**config.mk**
```make
export PLATFORM = sky130hd
export DESIGN_NAME = ccarm_channel
export DESIGN_NICKNAME = d
export VERILOG_FILES = /design/src/rtl/ccarm_pkg.sv /design/src/rtl/ccarm_cfg_reg.sv /design/src/rtl/ccarm_edge_det.sv /design/src/rtl/ccarm_value_reg.sv /design/src/rtl/ccarm_fsm.sv /design/src/rtl/ccarm_channel.sv
export SDC_FILE = /design/constraint.sdc
export NUM_CORES = 1
export LEC_CHECK = 0
export BUFFER_PORTS_ARGS = -buffer_cell sky130_fd_sc_hd__buf_2
export CAP_MARGIN = 20
export CORE_MARGIN = 2
export CORE_UTILIZATION = 41
export CTS_CLUSTER_SIZE = 8
export DETAILED_ROUTE_END_ITERATION = 8
export PLACE_DENSITY = 0.75
export SLEW_MARGIN = 20
export SYNTH_ARGS = -nofsm -noshare
export SYNTH_HDL_FRONTEND = slang
export SYNTH_SLANG_ARGS = --single-unit
```
**constraint.sdc**
```tcl
create_clock -name clk -period 2.1 [get_ports clk]
set_clock_uncertainty 0.2 [all_clocks]
set_input_delay 0.42 -clock clk [delete_from_list [all_inputs] [get_ports clk]]
set_output_delay 0.42 -clock clk [all_outputs]
set_load 0.03 [all_outputs]
```
**src/rtl/ccarm_pkg.sv**
```systemverilog
package ccarm_pkg;

    localparam int CFG_W = 5;

    typedef enum logic [1:0] {
        CH_IDLE = 2'd0,
        CH_CAPT = 2'd1,
        CH_CMP  = 2'd2
    } ch_state_e;

    typedef enum logic [1:0] {
        EDGE_OFF  = 2'b00,
        EDGE_FALL = 2'b01,
        EDGE_BOTH = 2'b10,
        EDGE_RISE = 2'b11
    } edge_sel_e;

    // packed MSB first: res is bit 4, mode is bit 0
    typedef struct packed {
        logic      res;
        logic      rearm;
        edge_sel_e edge_sel;
        logic      capture_mode;
    } ch_cfg_t;

endpackage

```
**src/rtl/ccarm_cfg_reg.sv**
```systemverilog
module ccarm_cfg_reg
    import ccarm_pkg::*;
#(
    parameter bit HAS_RES = 1'b1
) (
    input  logic             clk,
    input  logic             rst_n,
    input  logic             cfg_wr,
    input  logic [CFG_W-1:0] wdata,
    output ch_cfg_t          cfg
);

    logic [CFG_W-1:0] wr_masked;

    generate
        if (HAS_RES) begin : g_res
            assign wr_masked = wdata;
        end else begin : g_nores
            assign wr_masked = {1'b0, wdata[CFG_W-2:0]};
        end
    endgenerate

    always_ff @(posedge clk or negedge rst_n) begin
        if (!rst_n) begin
            cfg <= '0;
        end else if (cfg_wr) begin
            cfg <= ch_cfg_t'(wr_masked);
        end
    end

endmodule

```
**src/rtl/ccarm_edge_det.sv**
```systemverilog
module ccarm_edge_det
    import ccarm_pkg::*;
(
    input  logic      clk,
    input  logic      rst_n,
    input  logic      sig_in,
    input  edge_sel_e edge_sel,
    output logic      edge_hit
);

    logic sig_q;
    logic rise;
    logic fall;

    always_ff @(posedge clk or negedge rst_n) begin
        if (!rst_n) begin
            sig_q <= 1'b0;
        end else begin
            sig_q <= sig_in;
        end
    end

    assign rise = sig_in & ~sig_q;
    assign fall = ~sig_in & sig_q;

    always_comb begin
        unique case (edge_sel)
            EDGE_OFF:  edge_hit = 1'b0;
            EDGE_FALL: edge_hit = fall;
            EDGE_BOTH: edge_hit = rise | fall;
            EDGE_RISE: edge_hit = rise;
            default:   edge_hit = 1'b0;
        endcase
    end

endmodule

```
**src/rtl/ccarm_value_reg.sv**
```systemverilog
module ccarm_value_reg #(
    parameter int TW = 32
) (
    input  logic          clk,
    input  logic          rst_n,
    input  logic          val_wr,
    input  logic          alias_wr,
    input  logic [TW-1:0] wdata,
    input  logic          cap_load,
    input  logic [TW-1:0] sel_time,
    output logic [TW-1:0] value
);

    // software writes take priority over a capture in the same cycle
    always_ff @(posedge clk or negedge rst_n) begin
        if (!rst_n) begin
            value <= '0;
        end else if (val_wr || alias_wr) begin
            value <= wdata;
        end else if (cap_load) begin
            value <= sel_time;
        end
    end

endmodule

```
**src/rtl/ccarm_fsm.sv**
```systemverilog
module ccarm_fsm
    import ccarm_pkg::*;
(
    input  logic      clk,
    input  logic      rst_n,
    input  logic      val_wr,
    input  logic      arm_set,
    input  logic      arm_clr,
    input  logic      capture_mode,
    input  logic      rearm,
    input  logic      edge_hit,
    input  logic      time_eq,
    output ch_state_e state,
    output logic      cap_load,
    output logic      evt_pulse,
    output logic      out_bit
);

    ch_state_e nxt;
    logic      cmp_hit;
    logic      cap_hit;

    assign cmp_hit  = (state == CH_CMP)  && time_eq;
    assign cap_hit  = (state == CH_CAPT) && edge_hit;
    assign cap_load = cap_hit;

    // next state: DISARM > ARM_BY_VALUE > ARM_SET > event transitions
    always_comb begin
        nxt = state;
        if (arm_clr) begin
            nxt = CH_IDLE;
        end else if (val_wr) begin
            nxt = CH_CMP;
        end else if (arm_set && (state != CH_CAPT)) begin
            nxt = capture_mode ? CH_CAPT : CH_CMP;
        end else begin
            unique case (state)
                CH_IDLE: nxt = CH_IDLE;
                CH_CAPT: nxt = (cap_hit && !rearm) ? CH_IDLE : CH_CAPT;
                CH_CMP:  nxt = cmp_hit ? CH_IDLE : CH_CMP;
                default: nxt = CH_IDLE;
            endcase
        end
    end

    // state register
    always_ff @(posedge clk or negedge rst_n) begin
        if (!rst_n) begin
            state <= CH_IDLE;
        end else begin
            state <= nxt;
        end
    end

    // registered outputs
    always_ff @(posedge clk or negedge rst_n) begin
        if (!rst_n) begin
            evt_pulse <= 1'b0;
            out_bit   <= 1'b0;
        end else begin
            evt_pulse <= cmp_hit | cap_hit;
            if (cmp_hit) begin
                out_bit <= ~out_bit;
            end
        end
    end

endmodule

```
**src/rtl/ccarm_channel.sv**
```systemverilog
module ccarm_channel
    import ccarm_pkg::*;
#(
    parameter int TW      = 32,
    parameter bit HAS_RES = 1'b1
) (
    input  logic             clk,
    input  logic             rst_n,
    input  logic [TW-1:0]    time_fine,
    input  logic [TW-1:0]    time_coarse,
    input  logic             sig_in,
    input  logic             cfg_wr,
    input  logic             val_wr,
    input  logic             alias_wr,
    input  logic [TW-1:0]    wdata,
    input  logic             arm_set_wr,
    input  logic             arm_clr_wr,
    input  logic             arm_wbit,
    output logic [TW-1:0]    val_rd,
    output logic [CFG_W-1:0] cfg_rd,
    output logic             evt_pulse,
    output logic             out_bit,
    output logic             armed
);

    ch_cfg_t   cfg;
    ch_state_e state;
    logic      edge_hit;
    logic      cap_load;
    logic      time_eq;
    logic [TW-1:0] sel_time;
    logic [TW-1:0] value;

    ccarm_cfg_reg #(.HAS_RES(HAS_RES)) u_cfg (
        .clk    (clk),
        .rst_n  (rst_n),
        .cfg_wr (cfg_wr),
        .wdata  (wdata[CFG_W-1:0]),
        .cfg    (cfg)
    );

    generate
        if (HAS_RES) begin : g_tsel
            assign sel_time = cfg.res ? time_coarse : time_fine;
        end else begin : g_tfix
            assign sel_time = time_fine;
        end
    endgenerate

    ccarm_edge_det u_edge (
        .clk      (clk),
        .rst_n    (rst_n),
        .sig_in   (sig_in),
        .edge_sel (cfg.edge_sel),
        .edge_hit (edge_hit)
    );

    ccarm_value_reg #(.TW(TW)) u_val (
        .clk      (clk),
        .rst_n    (rst_n),
        .val_wr   (val_wr),
        .alias_wr (alias_wr),
        .wdata    (wdata),
        .cap_load (cap_load),
        .sel_time (sel_time),
        .value    (value)
    );

    assign time_eq = (sel_time == value);

    ccarm_fsm u_fsm (
        .clk          (clk),
        .rst_n        (rst_n),
        .val_wr       (val_wr),
        .arm_set      (arm_set_wr & arm_wbit),
        .arm_clr      (arm_clr_wr & arm_wbit),
        .capture_mode (cfg.capture_mode),
        .rearm        (cfg.rearm),
        .edge_hit     (edge_hit),
        .time_eq      (time_eq),
        .state        (state),
        .cap_load     (cap_load),
        .evt_pulse    (evt_pulse),
        .out_bit      (out_bit)
    );

    assign val_rd = value;
    assign cfg_rd = cfg;
    assign armed  = (state != CH_IDLE);

endmodule

```
==> results of run 1 <==
critical path: cells and delay by family, from the launching register on:
| kind | cells | cell delay [ns] |
|---|---|---|
| and+or+nand+nor | 2 | 0.54 |
| DFF | 1 | 0.45 |
| xor gates and xnor gates | 1 | 0.13 |
| buffers and inverters | 2 | 0.39 |
| AOI/OAI and AO/OA | 1 | 0.19 |
| muxes | 1 | 0.29 |
worst max-delay path by stage:
| stage | end | slack (ns) | depth (start not counted) |
|---|---|---|---|
| after floorplan | u_fsm.state[1]$_DFF_PN0_ | -0.02 | 8 |
| after global placement | u_fsm.state[1]$_DFF_PN0_ | -0.26 | 7 |
| after detailed placement | u_fsm.state[1]$_DFF_PN0_ | -0.24 | 7 |
| after CTS | u_fsm.state[1]$_DFF_PN0_ | -0.15 | 8 |
| after global routing | u_fsm.state[1]$_DFF_PN0_ | -0.34 | 7 |
| final | u_fsm.evt_pulse$_DFF_PN0_ | -0.20 | 7 |
power breakdown:
part | leakage, nW | internal (W) | total [W] | switching (W)
Sequential | 0.504 | 0.000875 | 0.000943 | 0.0000683
Clock | 0.0482 | 0.000266 | 0.000541 | 0.000275
Combinational | 1.38 | 0.000375 | 0.000837 | 0.000462
Total | 1.93 | 0.00152 | 0.00232 | 0.000805
flip-flops by register name (all words and copies together) (netlist names):
register	cells
u_cfg.cfg	5
u_edge.sig_q	1
u_fsm.evt_pulse	1
u_fsm.out_bit	1
u_fsm.state	2
u_val.value	32
cell families (layout without fill, tap and decap cells):
family / count (synthesis) / count (layout)
simple gates: 80 / 81
compound gates: 71 / 71
flops: 42 / 42
mux: 38 / 38
xor+xnor: 33 / 33
buf+inv: 26 / 181
fa+ha+maj: 5 / 5
synth_stat cells:
library cell   n
a31oi_1        1
dfrtp_1       42
o31ai_1        1
xor2_1         1
ha_1           5
inv_1          6
a22oi_1        1
nor4_1         7
mux2_2         6
o2111ai_1      1
xnor2_1       32
buf_12         1
nand3b_1       1
nand2_1       33
buf_4          2
nor4_2         1
nor3_2         1
o21ai_0       32
nor2_1        34
mux2i_1       27
buf_1          1
clkbuf_1       8
a22o_1         1
buf_6          3
or2_2          1
o21ba_2        1
mux2i_2        5
a21oi_1       32
nand4_1        2
buf_2          5
a2111oi_0      1
through the flow:
| stage | total power [W] | utilization [%] | instances |
|---|---|---|---|
| 2_1_floorplan | 0.001432 | - | 295 |
| 3_3_place_gp | 0.001687 | 55.27 | 509 |
| 3_5_place_dp | 0.001697 | 55.27 | 509 |
| 4_1_cts | 0.002303 | 58.82 | 520 |
| 5_1_grt | 0.002437 | 62.15 | 528 |
| 6_report | 0.002321 | 62.15 | 528 |
area by class of cell:
class	instances	area share, %
clock buffers	7	2.188
clock inverters	1	0.1268
inverters	6	0.5707
multi-input cells	228	41.38
flip-flops and latches	42	26.70
well taps	77	2.441
repair buffers	167	26.60
timing repair:
action | CTS | global route
endpoints found under the hold margin | 7 | 0
setup buffers | 1 | 2
pin swaps | 3 | 3
resized for setup | 17 | 37
hold buffers | 1 | 0
endpoints found under the setup margin | 4 | 36
gates cloned | 1 | 6
per-layer routing:
metal | part of all wire [%] | up-vias | track usage (%)
met5 | 0 | - | 0
met2 | 49 | 115 | 34.72
li1 | - | 1318 | -
met1 | 43 | 1240 | 28.52
met3 | 7.0 | 8 | 4.572
met4 | 1.1 | 0 | 4.473
==> impl_table.tex, run 1 <==
\begin{tabular}{lr}
\hline
Metric & Value \\
\hline
\multicolumn{2}{l}{\textbf{STA}} \\
\quad Worst-case setup margin in the final layout & -0.1954 ns \\
\quad Final setup violating endpoints & 3 \\
\quad Setup repair after global routing missed its margin & yes \\
\quad Worst slew slack as a fraction of its limit & between 60\% and 70\% \\
\quad Post-route clock period utilization & 109.3\% \\
\quad Number of hold-slack violations in the final timing report & 0 \\
\quad Tightest Pin Transition & approximately 0.59 ns \\
\quad Worst hold slack & 0.06646 ns \\
\quad FMAX & between 0.4 and 0.5 GHz \\
\quad Final critical delay including setup and external delays & 2.295 ns \\
\quad Fin Setup TNS & -0.5594 ns \\
\quad Max-slew violation total from the final report & 0 \\
\multicolumn{2}{l}{\textbf{Power}} \\
\quad Maximum resistive drop on vdd & 0.0002815 V \\
\quad Leakage power figure & between 1.5 and 2 nW \\
\quad PwrDens & 588.2 mW/mm\^{}2 \\
\multicolumn{2}{l}{\textbf{Synth}} \\
\quad Cell area after synthesis & roughly 0.0027 sq mm \\
\quad Count of yosys warnings during synthesis & 0 \\
\quad Largest family of logic cells by synthesized area & multiplexers \\
\quad Most area-consuming cells after synthesis & dfrtp\_1 39\%, xnor2\_1 10\%, mux2i\_1 10\% \\
\quad Multiplexer share of the synthesized area & between 15 and 20\% \\
\quad Synthesis-stage register bit count & 42 \\
\quad Library cell occupying the most area in the post-synthesis netlist & dfrtp\_1 \\
\quad Fraction of synthesized cell area in xor and xnor cells & between 10 and 15\% \\
\quad Post-synthesis compound-gate area fraction & between 10\% and 20\% \\
\quad Cell count after synthesis & about 300 \\
\quad Basic-gate share of the synthesized area counting and, or, nand and nor cells & 12.83\% \\
\quad Number of distinct library cell variants in the gate-level netlist after synthesis & 31 \\
\quad Fraction of post-synthesis cell area in the top cell type by area & about two fifths \\
\quad Net Count, Synth & between 400 and 500 \\
\quad Sequential-to-total area share from yosys stat & 39.20\% \\
\quad Share of synthesized cell area in full adder, half adder and majority cells & $\sim$2.3\% \\
\quad Average cell area after synthesis & just over 9 sq um \\
\multicolumn{2}{l}{\textbf{Drt}} \\
\quad Wire length per cell & approximately 15 um \\
\quad DRT Wirelength & approximately 8.2 mm \\
\quad \# DRC & 0 \\
\quad Number of DRC markers after the initial detailed-route iteration & around 190 \\
\quad Final antenna-violating net count & 0 \\
\quad Total via count after detailed routing & 2681 \\
\quad Drt via density & around 5.1 \\
\quad Total iterations of the first detailed-routing run & 4 \\
\multicolumn{2}{l}{\textbf{Layout}} \\
\quad Number of fill cells in the layout & 550 \\
\quad Cell area after layout & approximately 0.0039 sq mm \\
\quad Total area of multi-input combinational cells & 0.001633 sq mm \\
\quad Footprint of the flip-flops and latches & around 0.0011 sq mm \\
\quad Layout overhead on the synthesized area & 47.18\% \\
\quad Fraction of final layout cells sized beyond drive strength 1 & around 47\% \\
\quad Leading cell types in the layout, fill and taps excluded & 144 x buf\_2, 40 x dfrtp\_1, 33 x nor2\_1 \\
\quad Most common cell after layout, fill and taps aside & buf\_2 \\
\quad Antenna diode count & 0 \\
\quad Number of nets in the layout & 560 \\
\multicolumn{2}{l}{\textbf{Placement}} \\
\quad Routability congestion estimate & between 0.8 and 0.9 \\
\quad Post-Place Worst Slack & -0.2399 ns \\
\quad Port Buf Inserts & between 100 and 150 \\
\quad Area after detailed placement & roughly 0.0035 sq mm \\
\quad Final HPWL from detailed placement & approximately 5.8 mm \\
\multicolumn{2}{l}{\textbf{Critical path}} \\
\quad Critical Path Most Common Cell & buf\_4 \\
\quad Data required time at the worst endpoint & 2.10 ns \\
\quad Start of the worst register-to-register path & u\_cfg.cfg[4]\$\_DFFE\_PN0P\_ \\
\quad Category of the critical setup timing path & flop to flop \\
\quad Sort of element at the start of the critical path & flop \\
\quad Cell Chain, Critical Path & buf\_4 > mux2i\_4 > xnor2\_2 > nor4\_2 > nand4\_1 > buf\_4 > o31ai\_1 \\
\quad Worst reg2reg setup slack & -0.20 ns \\
\quad Crit end category & flop \\
\quad Worst setup path start & u\_cfg.cfg[4]\$\_DFFE\_PN0P\_ \\
\quad Crit path largest cell delay & between 0.4 and 0.5 ns \\
\quad RR Endpoint & u\_fsm.evt\_pulse\$\_DFF\_PN0\_ \\
\quad Arrival @ worst endpoint & 2.29 ns \\
\quad Highest net fanout along the worst path & 5 \\
\quad R2r worst-path depth & 7 \\
\quad Cell with the largest stage delay on the worst path & dfrtp\_2 \\
\multicolumn{2}{l}{\textbf{Clock network}} \\
\quad CTS root buf & clkbuf\_8 \\
\quad TritonCTS clock tree & yes \\
\quad Clock latency reported for the late side of the worst-skew pair & between 0.2 and 0.3 ns \\
\quad Clock Pin Slew Worst Setup and Hold Paths & around 0.090 ns \\
\quad Max H-tree Level & 2 \\
\quad CTS Buffer Depth & 2 \\
\quad TritonCTS sink count & 42 \\
\quad CTS Buf Count & 5 \\
\multicolumn{2}{l}{\textbf{GRT}} \\
\quad Vias in the first global route & around 2600 \\
\quad Global-route wire length before repair & roughly 12 mm \\
\quad Maximum number of pins on one net before global-route repair & 65 \\
\quad Sum of overflow across all layers after global routing & 0 \\
\quad Initial antenna violation count & 0 \\
\quad All-Layer GR Usage & approximately a fifth \\
\multicolumn{2}{l}{\textbf{Outcome}} \\
\quad Outcome & finished with violations \\
\quad Violated checks & negative setup slack \\
\multicolumn{2}{l}{\textbf{Die}} \\
\quad Std-Cell Rows & 29 \\
\quad Core area & between 0.006 and 0.007 sq mm \\
\quad Die W & between 80 and 90 um \\
\quad Initial core utilization & around 42\% \\
\quad Top-level port count & around 150 \\
\quad Die area & 0.007203 sq mm \\
\quad Vert. Die Dim & around 85 um \\
\multicolumn{2}{l}{\textbf{Hold path}} \\
\quad Tightest Hold Check Type & input port to flop \\
\quad Hold-critical path depth & 1 \\
\quad Startpoint of the tightest hold check path & sig\_in \\
\quad Worst min-delay path endpoint & u\_edge.sig\_q\$\_DFF\_PN0\_ \\
\multicolumn{2}{l}{\textbf{Run}} \\
\quad Max-cap violations & 0 \\
\hline
\end{tabular}
Note: power is estimated with default switching activity, not from simulation.
==> inputs of run 2 (changes only) <==
--- a/config.mk
+++ b/config.mk
@@ -8,11 +8,12 @@
 export BUFFER_PORTS_ARGS = -buffer_cell sky130_fd_sc_hd__buf_2
 export CAP_MARGIN = 20
 export CORE_MARGIN = 2
-export CORE_UTILIZATION = 41
+export CORE_UTILIZATION = 42
 export CTS_CLUSTER_SIZE = 8
 export DETAILED_ROUTE_END_ITERATION = 8
 export PLACE_DENSITY = 0.75
 export SLEW_MARGIN = 20
 export SYNTH_ARGS = -nofsm -noshare
 export SYNTH_HDL_FRONTEND = slang
+export SYNTH_HIERARCHICAL = 1
 export SYNTH_SLANG_ARGS = --single-unit
==> impl_table.tex, run 2 <==
\begin{tabular}{lr}
\hline
Metric & Value \\
\hline
\multicolumn{2}{l}{\textbf{Placement}} \\
\quad Routability congestion estimate & around 0.9 \\
\quad Port Buf Inserts & between 100 and 150 \\
\quad Area after detailed placement & about 0.0037 sq mm \\
\quad Final HPWL from detailed placement & around 6.3 mm \\
\quad \# placed instances & 480 \\
\quad Post-Place Worst Slack & -0.3431 ns \\
\multicolumn{2}{l}{\textbf{Layout}} \\
\quad Number of flip-flops under the largest register name & 32 \\
\quad Largest registers in the final layout & u\_val/value (32), u\_cfg/cfg (5), u\_fsm/state (2) \\
\quad Total area of multi-input combinational cells & 0.001738 sq mm \\
\quad Final std cells w/o fill & 500 \\
\quad Cell area after layout & just over 0.004 sq mm \\
\quad Layout overhead on the synthesized area & 38.96\% \\
\quad Footprint of the flip-flops and latches & 0.001052 sq mm \\
\quad Most common cell after layout, fill and taps aside & buf\_2 \\
\quad Top reg by flops & u\_val/value \\
\quad Fraction of final layout cells sized beyond drive strength 1 & around 53\% \\
\quad Number of fill cells in the layout & 595 \\
\quad Number of nets in the layout & roughly 530 \\
\quad Leading cell types in the layout, fill and taps excluded & 144 x buf\_2, 41 x dfrtp\_1, 32 x o21ai\_0, 32 x o21ai\_1, 31 x xor2\_1 \\
\multicolumn{2}{l}{\textbf{Die}} \\
\quad Vert. Die Dim & around 87 um \\
\quad Std-Cell Rows & 30 \\
\quad Top-level port count & around 150 \\
\quad Die area & 0.007577 sq mm \\
\quad Core area & approximately 0.0067 sq mm \\
\quad Initial core utilization & 43.11\% \\
\quad Die W & between 80 and 90 um \\
\multicolumn{2}{l}{\textbf{Drt}} \\
\quad Number of DRC markers after the initial detailed-route iteration & 123 \\
\quad Final antenna-violating net count & 0 \\
\quad Drt via density & $\sim$5.2 \\
\quad Wire length per cell & around 17 um \\
\quad DRT Wirelength & 8.569 mm \\
\quad \# DRC & 0 \\
\quad Total via count after detailed routing & roughly 2600 \\
\quad Total iterations of the first detailed-routing run & 4 \\
\multicolumn{2}{l}{\textbf{GRT}} \\
\quad All-Layer GR Usage & $\sim$22\% \\
\quad Maximum number of pins on one net before global-route repair & 33 \\
\quad Sum of overflow across all layers after global routing & 0 \\
\quad Initial antenna violation count & 1 \\
\quad Vias in the first global route & about 2700 \\
\quad Global-route wire length before repair & 12.97 mm \\
\multicolumn{2}{l}{\textbf{Critical path}} \\
\quad Sort of element at the start of the critical path & flop \\
\quad Crit end category & flop \\
\quad Arrival @ worst endpoint & approximately 2.4 ns \\
\quad Highest net fanout along the worst path & 14 \\
\quad Data required time at the worst endpoint & between 2 and 2.5 ns \\
\quad Category of the critical setup timing path & flop to flop \\
\multicolumn{2}{l}{\textbf{Synth}} \\
\quad Synthesis-stage register bit count & 42 \\
\quad Most area-consuming cells after synthesis & dfrtp\_1 36\%, mux2i\_1 11\%, xor2\_1 9.7\% \\
\quad Post-synthesis async set-or-reset flop share & 100.0\% \\
\quad Net Count, Synth & $\sim$370 \\
\quad Cell count after synthesis & $\sim$260 \\
\quad Count of yosys warnings during synthesis & 6 \\
\quad Fraction of post-synthesis cell area in the top cell type by area & 36.29\% \\
\quad Leading cell type by number of instances after synthesis & dfrtp\_1 \\
\quad Synth top cells by count & 42 x dfrtp\_1, 32 x mux2i\_1, 32 x o21ai\_0, 32 x o21ai\_1, 32 x xor2\_1 \\
\quad Cell area after synthesis & about 0.0029 sq mm \\
\quad Sequential-to-total area share from yosys stat & between 30\% and 40\% \\
\quad Average cell area after synthesis & roughly 11 sq um \\
\quad Ys flop type & dfrtp\_1 \\
\quad Number of flops mapped to enable cells by yosys & 0 \\
\quad Library cell occupying the most area in the post-synthesis netlist & dfrtp\_1 \\
\quad Number of distinct library cell variants in the gate-level netlist after synthesis & 31 \\
\multicolumn{2}{l}{\textbf{Clock network}} \\
\quad CTS Buffer Depth & 2 \\
\quad Clock Pin Slew Worst Setup and Hold Paths & approximately 0.08 ns \\
\quad Clock latency reported for the late side of the worst-skew pair & about 0.29 ns \\
\quad TritonCTS clock tree & yes \\
\quad CTS Buf Count & 5 \\
\quad Max H-tree Level & 2 \\
\quad CTS root buf & clkbuf\_8 \\
\quad TritonCTS sink count & 42 \\
\multicolumn{2}{l}{\textbf{Power}} \\
\quad Maximum resistive drop on vdd & roughly 0.00042 V \\
\quad PwrDens & between 500 and 600 mW/mm\^{}2 \\
\quad Leakage power figure & approximately 1.9 nW \\
\multicolumn{2}{l}{\textbf{STA}} \\
\quad Worst slew slack as a fraction of its limit & between 60\% and 70\% \\
\quad Post-route clock period utilization & 114.0\% \\
\quad Final setup violating endpoints & 3 \\
\quad Final critical delay including setup and external delays & about 2.4 ns \\
\quad Setup repair after global routing missed its margin & yes \\
\quad Fin Setup TNS & -0.7332 ns \\
\quad FMAX & about 0.42 GHz \\
\quad Tightest Pin Transition & $\sim$0.56 ns \\
\quad Worst-case setup margin in the final layout & -0.2935 ns \\
\quad Number of hold-slack violations in the final timing report & 0 \\
\quad Max-slew violation total from the final report & 0 \\
\multicolumn{2}{l}{\textbf{Outcome}} \\
\quad Outcome & finished with violations \\
\quad Violated checks & negative setup slack \\
\multicolumn{2}{l}{\textbf{Run}} \\
\quad Max-cap violations & 0 \\
\multicolumn{2}{l}{\textbf{Hold path}} \\
\quad Tightest Hold Check Type & input port to flop \\
\hline
\end{tabular}
==> run 2: changes by cell type after synthesis, moves of 5 or more <==
cell,delta
nand2_1,-32
nor2_1,-32
o21ai_1,+32
a21oi_1,-31
xnor2_1,-31
xor2_1,+31
mux2_4,+17
mux2_2,+14
buf_6,+6
buf_2,-5
clkbuf_1,-5
mux2i_1,+5
mux2i_2,-5
==> run 2: critical path: stages (launching register included) <==
cell      delay, ns
dfrtp_2        0.44
buf_12         0.16
buf_4          0.15
mux2_4         0.31
xor2_1         0.15
nor4_1         0.32
nand4_1        0.15
nor2_2         0.16
or3b_1         0.14
a311oi_2       0.08
==> run 2: repair_timing <==
action	in CTS	in global routing
pin swaps	2	4
setup buffers	1	6
resized for setup	3	11
hold buffers	1	0
setup endpoints to repair	9	32
gates cloned	0	3
hold endpoints to repair	21	0
==> run 2: area by class of cell <==
| class | count | share of cell area, % |
|---|---|---|
| inverter | 5 | 0.4663 |
| clock buffer | 7 | 1.896 |
| antenna | 1 | 0.06217 |
| multi-input combinational | 198 | 43.18 |
| tap | 80 | 2.487 |
| sequential | 42 | 26.14 |
| timing repair buffer | 166 | 25.02 |
| clock inverter | 1 | 0.7460 |
==> run 2: kinds of logic (layout without fill, tap and decap cells) <==
logic type                 after synthesis  count (layout)  share of synthesized area [%]
adders and majority gates                4               4                          1.728
AOI/OAI and AO/OA                       67              67                          11.84
and+or+nand+nor                         24              24                          5.529
DFF                                     42              42                          36.29
xor gates and xnor gates                33              33                          9.978
other                                    0               1                              0
buffers and inverters                   22             179                          6.609
muxes                                   70              70                          28.03
==> run 2: through the flow <==
stage          util [%]  hold WS, ns  total power [W]
3_5_place_dp      55.34       0.2433         0.001739
3_3_place_gp      55.34       0.2393         0.001726
5_1_grt           59.87      0.06226         0.002539
2_1_floorplan         -     -0.07559         0.001460
6_report          59.91      0.06821         0.002409
4_1_cts           57.34      0.05415         0.002392
==> run 2: final timing paths <==
check / slack, ns / cells after the start / from / endpoint
min: 0.07 / 1 / sig_in / u_edge/sig_q$_DFF_PN0_
min reg2reg: 0.29 / 1 / u_fsm/out_bit$_DFFE_PN0P_ / u_fsm/out_bit$_DFFE_PN0P_
max reg2reg: -0.29 / 9 / u_cfg/cfg[4]$_DFFE_PN0P_ / u_fsm/state[1]$_DFF_PN0_
max in group asynchronous: 0.74 / 3 / rst_n / u_val/value[19]$_DFFE_PN0P_
max: -0.29 / 9 / u_cfg/cfg[4]$_DFFE_PN0P_ / u_fsm/state[1]$_DFF_PN0_
min in group asynchronous: 0.45 / 2 / rst_n / u_fsm/state[0]$_DFF_PN0_
==> run 2: layer usage <==
layer	share of wire, %	routed length (um)	GRT usage, %
met4	1.1	90	7.244
met1	41	3521	28.76
met2	50	4313	36.43
met5	0	0	0
met3	7.5	643	5.592
==> run 2: power by group <==
| group | total [W] | internal, W | switching, W |
|---|---|---|---|
| combinational | 0.000832 | 0.000385 | 0.000446 |
| sequential | 0.000941 | 0.000874 | 0.0000662 |
| clock | 0.000637 | 0.000356 | 0.000281 |
==> inputs of run 3 (changes only) <==
--- a/config.mk
+++ b/config.mk
@@ -7,11 +7,12 @@
 export LEC_CHECK = 0
 export BUFFER_PORTS_ARGS = -buffer_cell sky130_fd_sc_hd__buf_2
 export CAP_MARGIN = 20
+export CORE_ASPECT_RATIO = 0.6
 export CORE_MARGIN = 2
-export CORE_UTILIZATION = 42
+export CORE_UTILIZATION = 45
 export CTS_CLUSTER_SIZE = 8
 export DETAILED_ROUTE_END_ITERATION = 8
-export PLACE_DENSITY = 0.75
+export PLACE_DENSITY = 0.77
 export SLEW_MARGIN = 20
 export SYNTH_ARGS = -nofsm -noshare
 export SYNTH_HDL_FRONTEND = slang
==> constraint.sdc (replaced) <==
create_clock -name clk -period 2.4 [get_ports clk]
set_clock_uncertainty 0.2 [all_clocks]
set_input_delay 0.48 -clock clk [delete_from_list [all_inputs] [get_ports clk]]
set_output_delay 0.48 -clock clk [all_outputs]
set_load 0.03 [all_outputs]
==> impl_table.tex, run 3 (same netlist as run 2, synthesis figures left out) <==
\begin{tabular}{lr}
\hline
Metric & Value \\
\hline
\multicolumn{2}{l}{\textbf{Power}} \\
\quad PwrDens & about 510 mW/mm\^{}2 \\
\quad Total power & between 0.002 and 0.0025 W \\
\quad Maximum resistive drop on vdd & around 0.00025 V \\
\quad Leakage power figure & roughly 1.8 nW \\
\multicolumn{2}{l}{\textbf{Critical path}} \\
\quad Sort of element at the start of the critical path & flop \\
\quad R2r worst-path depth & 9 \\
\quad Category of the critical setup timing path & flop to flop \\
\quad Data required time at the worst endpoint & 2.40 ns \\
\quad Worst reg2reg setup slack & around 0.0019 ns \\
\quad Worst setup path start & u\_cfg/cfg[4]\$\_DFFE\_PN0P\_ \\
\quad Start of the worst register-to-register path & u\_cfg/cfg[4]\$\_DFFE\_PN0P\_ \\
\quad Highest net fanout along the worst path & 7 \\
\quad Arrival @ worst endpoint & around 2.4 ns \\
\quad RR Endpoint & u\_fsm/state[1]\$\_DFF\_PN0\_ \\
\quad Crit end category & flop \\
\multicolumn{2}{l}{\textbf{STA}} \\
\quad Tightest Pin Transition & around 0.54 ns \\
\quad Number of hold-slack violations in the final timing report & 0 \\
\quad Fin Setup TNS & 0 ns \\
\quad Final critical delay including setup and external delays & 2.398 ns \\
\quad Worst slew slack as a fraction of its limit & $\sim$64\% \\
\quad Max-slew violation total from the final report & 0 \\
\quad Worst-case setup margin in the final layout & 0.001862 ns \\
\quad Final setup violating endpoints & 0 \\
\quad Setup repair after global routing missed its margin & yes \\
\quad Post-route clock period utilization & 99.92\% \\
\quad FMAX & roughly 0.42 GHz \\
\multicolumn{2}{l}{\textbf{Clock network}} \\
\quad TritonCTS clock tree & yes \\
\quad CTS Buffer Depth & 2 \\
\quad CTS root buf & clkbuf\_8 \\
\quad Clock latency reported for the late side of the worst-skew pair & 0.29 ns \\
\quad TritonCTS sink count & 42 \\
\quad Max H-tree Level & 2 \\
\quad Clock Pin Slew Worst Setup and Hold Paths & around 0.080 ns \\
\quad CTS Buf Count & 5 \\
\multicolumn{2}{l}{\textbf{Die}} \\
\quad Vert. Die Dim & about 66 um \\
\quad Std-Cell Rows & 22 \\
\quad Core area & between 0.006 and 0.007 sq mm \\
\quad Initial core utilization & 46.98\% \\
\quad Die W & about 110 um \\
\quad Top-level port count & around 150 \\
\quad Die area & between 0.007 and 0.008 sq mm \\
\multicolumn{2}{l}{\textbf{Drt}} \\
\quad Number of DRC markers after the initial detailed-route iteration & 85 \\
\quad Final antenna-violating net count & 0 \\
\quad Total iterations of the first detailed-routing run & 4 \\
\quad Drt via density & 5.406 \\
\quad \# DRC & 0 \\
\quad DRT Wirelength & roughly 8.6 mm \\
\quad Wire length per cell & between 15 and 20 um \\
\quad Total via count after detailed routing & roughly 2700 \\
\multicolumn{2}{l}{\textbf{Placement}} \\
\quad Post-Place Worst Slack & -0.1339 ns \\
\quad Routability congestion estimate & just over 0.8 \\
\quad Final HPWL from detailed placement & $\sim$6.5 mm \\
\quad Port Buf Inserts & about 140 \\
\multicolumn{2}{l}{\textbf{Layout}} \\
\quad Most common cell after layout, fill and taps aside & buf\_2 \\
\quad Layout overhead on the synthesized area & 35.08\% \\
\quad Fraction of final layout cells sized beyond drive strength 1 & roughly 53\% \\
\quad Antenna diode count & 0 \\
\quad Largest registers in the final layout & u\_val/value (32), u\_cfg/cfg (5), u\_fsm/state (2) \\
\quad Top reg by flops & u\_val/value \\
\quad Number of flip-flops under the largest register name & 32 \\
\quad Number of nets in the layout & approximately 520 \\
\quad Leading cell types in the layout, fill and taps excluded & 144 x buf\_2, 41 x dfrtp\_1, 32 x mux2i\_1, 32 x o21ai\_0, 32 x o21ai\_1 \\
\multicolumn{2}{l}{\textbf{Hold path}} \\
\quad Startpoint of the tightest hold check path & sig\_in \\
\quad Worst min-delay path endpoint & u\_edge/sig\_q\$\_DFF\_PN0\_ \\
\quad Hold-critical path depth & 1 \\
\quad Tightest Hold Check Type & input port to flop \\
\multicolumn{2}{l}{\textbf{Outcome}} \\
\quad Outcome & completed \\
\multicolumn{2}{l}{\textbf{GRT}} \\
\quad Maximum number of pins on one net before global-route repair & 34 \\
\quad Global-route wire length before repair & roughly 13 mm \\
\quad Vias in the first global route & around 2600 \\
\quad Sum of overflow across all layers after global routing & 0 \\
\quad Initial antenna violation count & 0 \\
\quad All-Layer GR Usage & between 20\% and 30\% \\
\multicolumn{2}{l}{\textbf{Run}} \\
\quad Max-cap violations & 0 \\
\hline
\end{tabular}
-- run 3: cell count changes in the layout (fill, tap and decap cells not counted), moves of 2 or more --
cell       previous run  this run
xor2_2                1         4
mux2_2               12        18
buf_4                12         5
ha_1                  2         4
clkbuf_16             3         1
mux2_4               26        19
ha_2                  2         0
clkinv_2              0         2
nor4_1                5         3
xor2_1               31        27
mux2i_1              30        32
mux2i_2               2         0
-- run 3: stage by stage --
step	hold WS, ns	instance area, sq um	utilization, %	std cells
detailed placement	0.2555	3670	59.52	482
global route	0.1183	3913	63.45	493
CTS	0.1177	3787	61.42	491
finish	0.1275	3913	63.45	493
global placement	0.2471	3670	59.52	482
floorplan	-0.01559	2897	-	262
-- run 3: area by class of cell --
cell class	count	area, sq um
clock buffers	6	72.57
clock inverters	2	10.01
fillers	534	2253
inverters	5	18.77
multi-input cells	198	1760
flip-flops and latches	42	1052
well taps	84	105.1
repair buffers	156	893.4
-- run 3: worst max-delay path: stages (launching register included) --
cell and delay, ns:
dfrtp_2 0.48, buf_4 0.17, clkbuf_16 0.16, mux2_4 0.33, xor2_4 0.16, nor4_4 0.06
nand4_1 0.11, nor2_2 0.05, or3b_1 0.36, a311oi_2 0.21
-- run 3: per-layer routing --
layer / share of wire, % / GRT usage [%]
met5: 0 / 0
met1: 47 / 34.01
met2: 45 / 37.11
met4: 0.36 / 4.167
met3: 7.6 / 5.419
-- run 3: worst max-delay path by stage --
stage / to / slack [ns] / depth (start not counted)
CTS: u_fsm/out_bit$_DFFE_PN0P_ / -0.005 / 8
detailed placement: u_fsm/out_bit$_DFFE_PN0P_ / -0.13 / 8
floorplan: u_fsm/state[1]$_DFF_PN0_ / 0.02 / 9
finish: u_fsm/state[1]$_DFF_PN0_ / 0.002 / 9
global route: u_fsm/out_bit$_DFFE_PN0P_ / -0.13 / 9
global placement: u_fsm/out_bit$_DFFE_PN0P_ / -0.07 / 8
-- run 3: power breakdown --
group	total (W)	switching [W]	internal, W
combinational	0.000729	0.000402	0.000327
clock	0.000450	0.000248	0.000202
sequential	0.000830	0.0000651	0.000765
-- run 3: repair_timing --
action	CTS	global route
cloned	0	1
endpoints found under the setup margin	3	3
endpoints found under the hold margin	17	0
pin swaps	0	6
setup buffers	0	1
gates resized for setup	5	14
hold buffers	1	0
